--- config.mk ---
export PLATFORM = sky130hd
export DESIGN_NAME = mclk_slot_gen
export DESIGN_NICKNAME = d
export VERILOG_FILES = /design/src/rtl/mclk_slot_pkg.sv /design/src/rtl/mclk_slot_seq.sv /design/src/rtl/mclk_slot_outreg.sv /design/src/rtl/mclk_slot_gen.sv
export SDC_FILE = /design/constraint.sdc
export NUM_CORES = 1
export LEC_CHECK = 0
export BUFFER_PORTS_ARGS = -buffer_cell sky130_fd_sc_hd__buf_2
export CAP_MARGIN = 5
export CORE_AREA = 5 5 48 50
export CTS_BUF_LIST = sky130_fd_sc_hd__clkbuf_16
export DETAILED_ROUTE_END_ITERATION = 6
export DIE_AREA = 0 0 53 55
export REMOVE_ABC_BUFFERS = 1
export SYNTH_ARGS = -nofsm -noshare
export SYNTH_HDL_FRONTEND = slang
export SYNTH_SLANG_ARGS = --single-unit
--- constraint.sdc ---
create_clock -name clk -period 1.9 [get_ports clk]
set_clock_uncertainty 0.15 [all_clocks]
set_input_delay 0.475 -clock clk [delete_from_list [all_inputs] [get_ports clk]]
set_output_delay 0.475 -clock clk [all_outputs]
set_load 0.02 [all_outputs]
--- src/rtl/mclk_slot_pkg.sv ---
package mclk_slot_pkg;

    localparam int SLOT_COUNT = 4;
    localparam int STATE_W    = 4;

    typedef enum logic [STATE_W-1:0] {
        ST_IDLE   = 4'd0,
        ST_S1_HI  = 4'd1,
        ST_S1_GAP = 4'd2,
        ST_S2_HI  = 4'd3,
        ST_S2_GAP = 4'd4,
        ST_S3_HI  = 4'd5,
        ST_S3_GAP = 4'd6,
        ST_S4_HI  = 4'd7,
        ST_S4_GAP = 4'd8
    } seq_state_t;

endpackage

--- src/rtl/mclk_slot_seq.sv ---
module mclk_slot_seq
    import mclk_slot_pkg::*;
(
    input  logic       clk,
    input  logic       rst,
    output seq_state_t state_o,
    output seq_state_t next_o
);

    seq_state_t state_q;
    seq_state_t state_d;

    // Next-state logic: walk the eight running states in a ring.
    always_comb begin
        unique case (state_q)
            ST_IDLE:   state_d = ST_S1_HI;
            ST_S1_HI:  state_d = ST_S1_GAP;
            ST_S1_GAP: state_d = ST_S2_HI;
            ST_S2_HI:  state_d = ST_S2_GAP;
            ST_S2_GAP: state_d = ST_S3_HI;
            ST_S3_HI:  state_d = ST_S3_GAP;
            ST_S3_GAP: state_d = ST_S4_HI;
            ST_S4_HI:  state_d = ST_S4_GAP;
            ST_S4_GAP: state_d = ST_S1_HI;
            default:   state_d = ST_IDLE;
        endcase
    end

    always_ff @(posedge clk) begin
        if (rst) state_q <= ST_IDLE;
        else     state_q <= state_d;
    end

    assign state_o = state_q;
    assign next_o  = state_d;

    // the slot 4 gap always wraps to slot 1.
    assert_slot_wrap_R5: assert property (@(posedge clk) disable iff (rst)
        (state_q == ST_S4_GAP) |=> (state_q == ST_S1_HI));

    // the ring never falls back to idle without a reset.
    assert_no_idle_R9: assert property (@(posedge clk) disable iff (rst)
        (state_q != ST_IDLE) |=> (state_q != ST_IDLE));

endmodule

--- src/rtl/mclk_slot_outreg.sv ---
module mclk_slot_outreg
    import mclk_slot_pkg::*;
(
    input  logic                  clk,
    input  logic                  rst,
    input  seq_state_t            next_i,
    output logic                  pix_en_o,
    output logic                  phi1_o,
    output logic                  phi2_o,
    output logic [SLOT_COUNT-1:0] ts_o,
    output logic                  ustart_o
);

    logic                  pix_d;
    logic                  phi1_d;
    logic                  phi2_d;
    logic                  ust_d;
    logic [SLOT_COUNT-1:0] ts_d;

    // Decode the upcoming state so the registered outputs line up with it.
    always_comb begin
        pix_d  = 1'b0;
        phi1_d = 1'b0;
        phi2_d = 1'b0;
        ust_d  = 1'b0;
        ts_d   = '0;
        unique case (next_i)
            ST_IDLE: ;
            ST_S1_HI: begin
                pix_d  = 1'b1;
                phi1_d = 1'b1;
                ust_d  = 1'b1;
                ts_d   = 4'b0001;
            end
            ST_S1_GAP: ts_d = 4'b0001;
            ST_S2_HI: begin
                pix_d  = 1'b1;
                phi2_d = 1'b1;
                ts_d   = 4'b0010;
            end
            ST_S2_GAP: ts_d = 4'b0010;
            ST_S3_HI: begin
                pix_d  = 1'b1;
                phi1_d = 1'b1;
                ts_d   = 4'b0100;
            end
            ST_S3_GAP: ts_d = 4'b0100;
            ST_S4_HI: begin
                pix_d  = 1'b1;
                phi2_d = 1'b1;
                ts_d   = 4'b1000;
            end
            ST_S4_GAP: ts_d = 4'b1000;
            default: ;
        endcase
    end

    always_ff @(posedge clk) begin
        if (rst) begin
            pix_en_o <= 1'b0;
            phi1_o   <= 1'b0;
            phi2_o   <= 1'b0;
            ustart_o <= 1'b0;
            ts_o     <= '0;
        end else begin
            pix_en_o <= pix_d;
            phi1_o   <= phi1_d;
            phi2_o   <= phi2_d;
            ustart_o <= ust_d;
            ts_o     <= ts_d;
        end
    end

    // the pixel enable alternates.
    assert_pix_alternate_R8: assert property (@(posedge clk) disable iff (rst)
        pix_en_o |=> !pix_en_o);

    // the slot lines stay one-hot or all low.
    assert_slot_onehot_R5: assert property (@(posedge clk) disable iff (rst)
        $onehot0(ts_o));

endmodule

--- src/rtl/mclk_slot_gen.sv ---
module mclk_slot_gen
    import mclk_slot_pkg::*;
(
    input  logic       clk,
    input  logic       rst,
    output logic       pix_en_o,
    output logic       phi1_o,
    output logic       phi2_o,
    output logic [3:0] ts_o,
    output logic       ustart_o
);

    seq_state_t state_w;
    seq_state_t next_w;

    mclk_slot_seq seq_i (
        .clk     (clk),
        .rst     (rst),
        .state_o (state_w),
        .next_o  (next_w)
    );

    mclk_slot_outreg out_i (
        .clk      (clk),
        .rst      (rst),
        .next_i   (next_w),
        .pix_en_o (pix_en_o),
        .phi1_o   (phi1_o),
        .phi2_o   (phi2_o),
        .ts_o     (ts_o),
        .ustart_o (ustart_o)
    );

    // the phases never overlap.
    assert_phase_exclusive_R3: assert property (@(posedge clk) disable iff (rst)
        phi1_o |-> !phi2_o);

    // a dead band follows a phase 1 pulse.
    assert_dead_band1_R3: assert property (@(posedge clk) disable iff (rst)
        phi1_o |=> (!phi1_o && !phi2_o));

    // a dead band follows a phase 2 pulse.
    assert_dead_band2_R3: assert property (@(posedge clk) disable iff (rst)
        phi2_o |=> (!phi1_o && !phi2_o));

    // phase 1 falls only in slot 1 or slot 3.
    assert_phi1_slot_R6: assert property (@(posedge clk) disable iff (rst)
        phi1_o |-> (ts_o[0] || ts_o[2]));

    // phase 2 falls only in slot 2 or slot 4.
    assert_phi2_slot_R6: assert property (@(posedge clk) disable iff (rst)
        phi2_o |-> (ts_o[1] || ts_o[3]));

    // the start strobe marks slot 1 with phase 1 high.
    assert_ustart_slot1_R7: assert property (@(posedge clk) disable iff (rst)
        ustart_o |-> (ts_o[0] && phi1_o));

    // the pixel enable is high whenever a phase is high.
    assert_pix_with_phase_R8: assert property (@(posedge clk) disable iff (rst)
        (phi1_o || phi2_o) |-> pix_en_o);

    // the current state and the slot lines stay consistent.
    assert_state_slot_R5: assert property (@(posedge clk) disable iff (rst)
        (state_w == ST_S1_HI) |-> (ts_o == 4'b0001));

endmodule

# Word level (Yosys, flattened, before mapping)
# Memory sizes are Yosys's and may differ from the RTL's. A register that Yosys moved wholly into a read port is not among the register bits.
# Cells that the tools add are included.
# word_totals
memories	1
inputBits	2
output_inout_bits	8
ff_bits	8
wordCells	27
romBits	64
# mem_list
name	depth	word_bits	read_ports	rd_ports_with_merged_regs	write_ports	line	source
(no name shown)	16	4	1	1	0	mclk_slot_seq.sv:15	unique case (state_q)
# op_classes
muxes	6
reduce_logical	7
eq_ne	8
# op_table
cell	count
$eq 4x3->1 const B	4
$pmux 4 s4	1
$reduce_or 2->1	6
$eq 4x2->1 const B	2
$eq 4x1->1 const B	1
$eq 4x4->1 const B	1
$mux 1	4
$mux 4	1
$reduce_or 4->1	1

# Longest topological paths before layout
# depth
ltp_word	3
depth_mapped	6

# Modules after synthesis
# Synthesis repeated with hierarchy kept, for this count alone.
# hier_totals
cells_unflattened	46
hier_area_um2	543.0
# modules_own_cells
mod	seq_area_each_um2	cells_each	area_per_inst_um2	instances
mclk_slot_seq	160.2	24	279.0	1
mclk_slot_outreg	160.2	22	264.0	1

# Worst setup path before layout
# Ideal clock, no wire load.
# synth_timing
path_type	input -> register
from	input port rst
to	register, netlist name seq_i.next_o[2]
arrival_ns	1.311
required_ns	1.655
path_stages	4
n_path_buf	0
setup_slack_ns	0.344
cell_sequence	nor2b_1 ha_1 or3b_2 o311ai_1
# synth_via
elab_chain_len	1
# synth_rtl
element	line	source
from (decl)	mclk_slot_gen.sv:5	input logic rst,
$mux 4 (no source line)	n/a	
# Every way passes these cells.
# A chain may end at the register's enable or synchronous reset.

# Final worst setup path
# layout_timing
from	input port rst
to	register, netlist name seq_i.next_o[2]
# layout_via
elab_chain_len	1
# layout_rtl
element
$mux 4 (no source line)
# Every way passes these cells.

==> results.yml <==
yosys:
  synthAdderAreaFrac_pct: 7.87
  synth_compound_area_share_pct: 7.61
  ys_seq_elements: 12
  synth_cell_types: 21
  synth_xor_area_share_pct: 1.84
  yosysWarnings: 0
  synth.largest_area_cell: "dfxtp_1"
  seq_area_frac_synth_pct: 50.4
  synth.area.top_cells: "dfxtp_1 50%, ha_1 7.9%, buf_6 4.7%"
  netlist_area_um2: 477
  postSynthCellCount: 48
  synth_top_area_share_pct: 50.4
  synth_top_family_by_area: "simple AND/OR/NAND/NOR gates"
  synthSimpleGateAreaFrac_pct: 23.6
  avgSynthCellArea_um2: 9.93
  yosys-mux-area-fraction_pct: 0
floorplanning:
  die_area_mm2: 0.00292
  die_y_um: 55
  start_util_pct: 25.6
  die_x_um: 53
  ios: 10
  coreArea_mm2: 0.00186
  num_rows: 16
sta:
  max_freq_mhz: 655
  max_slew_margin_pct: 81.2
  min_period_ps: 1530
  grt_setup_unrepaired: "false"
  setup_viol_count_final: 0
  setup_slack_ps: 374
  whs_ps: 318
  drv_slew: 0
  period_share_pct: 80.3
  hold_viol: 0
  setup_tns_ps: 0
  tightest_slew_ps: 283
place:
  place_congestion: 0.715
  place.port_buffers: 9
  pre_cts_ws_ps: 128
  placed_cell_area_um2: 544
  hpwl_um: 600
finish:
  drive_above_1_share_pct: 25.0
  antenna_cells: 0
  syn_to_final_growth_pct: 30.7
  nets: 66
  finalInstanceArea_um2: 623
cts:
  numCtsBuffers: 3
  cts_resized: 0
  htreeDepth: 1
  cts_max_path_buffers: 2
  cts_root_buf: "clkbuf_16"
  clkLatencyLatePin_ps: 230
  cts_tree: "built"
  path_clk_slew_ps: 40
  cts_hold_buf: 0
  post_cts_buffers: 0
  cts_sinks: 12
setup_path:
  cp-start-kind: "input pin"
  cp_max_fo: 7
  cp.arrival_ps: 1520
  end_kind: "register"
  crit_type: "in2reg"
  cp.required_ps: 1890
run_status:
  status: "complete, no violations"
power_and_ir_drop:
  p_per_area_mw_per_mm2: 1280
  netSwitchingPower_uw: 186
  peakVddDrop_mv: 0.419
  power_frac_seq_pct: 37.3
  switching_share_pct: 23.4
  p_int_uw: 609
  clock_power_share_pct: 46.7
  p_leak_uw: 0.000280
  combPwrFrac_pct: 15.9
drt:
  routedWlPerCell_um: 9.10
  wl_um: 792
  via_per_inst: 4.07
  drt_iter0_markers: 1
  route.detailed.drc: 0
  ant_nets: 0
  first_pass_iters: 2
  vias: 354
global_routing:
  grt_usage_pct: 6.77
  grt_max_degree: 10
  overflow: 0
  antenna_found_initial: 0
  grt_pass1_vias: 329
  grt_pass1_wl_um: 1330
worst_hold_path:
  min_path_type: "reg2reg"
job:
  maxCapViolCount: 0
==> worst paths after layout <==
path,cells past startpoint,slack (ps),endpoint,startpoint
setup / recovery,5,370,seq_i.next_o[2],rst
hold / removal,2,320,out_i.pix_en_o,seq_i.next_o[0]
setup reg to reg,4,400,seq_i.next_o[2],seq_i.next_o[1]
hold reg to reg,2,320,out_i.pix_en_o,seq_i.next_o[0]
==> metal layers <==
metal	vias to the layer above	GRT usage (%)	share of wire, %
met1	161	7.28	47
met5	-	0	0
met3	2	2.41	7.6
li1	183	-	-
met4	0	6.38	1.0
met2	8	10.3	44
==> placed cells by master (no fill, tap or decap), types with 2 or more instances in the layout <==
cell type / instances
a21oi_1: 2
buf_2: 9
buf_4: 2
clkbuf_16: 3
dfxtp_1: 12
ha_1: 3
inv_1: 4
nand2_1: 3
nor2_1: 5
nor3_1: 4
==> state kept, by name, summed over array words and instances, names as in the netlist <==
| register | count |
|---|---|
| out_i.pix_en_o | 1 |
| out_i.phi1_o | 1 |
| out_i.ustart_o | 1 |
| out_i.phi2_o | 1 |
| seq_i.next_o | 4 |
| out_i.ts_o | 4 |
==> cells in the mapped netlist (all sizes together) <==
cell type  number
a21oi           2
inv             4
or2             1
ha              3
xnor2           1
nor2            5
nor3            4
nand2           3
o311ai          1
nand2b          1
clkbuf          1
or4b            1
nand4b          1
dfxtp          12
nor2b           1
or3b            2
nand3b          1
a311o           1
a21boi          1
buf             2
==> layout make-up <==
type | instances | area [µm²]
Clock inverter | 1 | 3.75
Timing Repair Buffer | 11 | 60.1
Tap cell | 27 | 33.8
Inverter | 4 | 15.0
Sequential cell | 12 | 240
Clock buffer | 3 | 75.1
Multi-Input combinational cell | 29 | 195
Fill cell | 201 | 1240
==> stage by stage <==
stage,utilization [%],power (µW),std cells
2_1_floorplan,-,383,45
3_3_place_gp,29.2,427,83
3_5_place_dp,29.2,429,83
4_1_cts,33.5,807,87
5_1_grt,33.5,841,87
6_report,33.5,796,87
==> kinds of logic after synthesis <==
logic type | Yosys count
buf+inv | 7
fa+ha+maj | 3
simple gates | 20
flops | 12
xor+xnor | 1
compound gates | 5
==> critical path, stage by stage <==
cell and delay [ps]:
buf_2 130, nor2b_1 190, ha_1 190, or3b_2 440, o311ai_1 80
==> power groups by stage <==
stage	Combinational, µW	Clock, µW	Sequential, µW
after global placement	126	0	301
final	127	372	297
after global routing	141	399	301
after CTS	128	382	297
after detailed placement	128	0	302
after floorplan	51.8	0	332
Power figures use the tool's default switching activity.
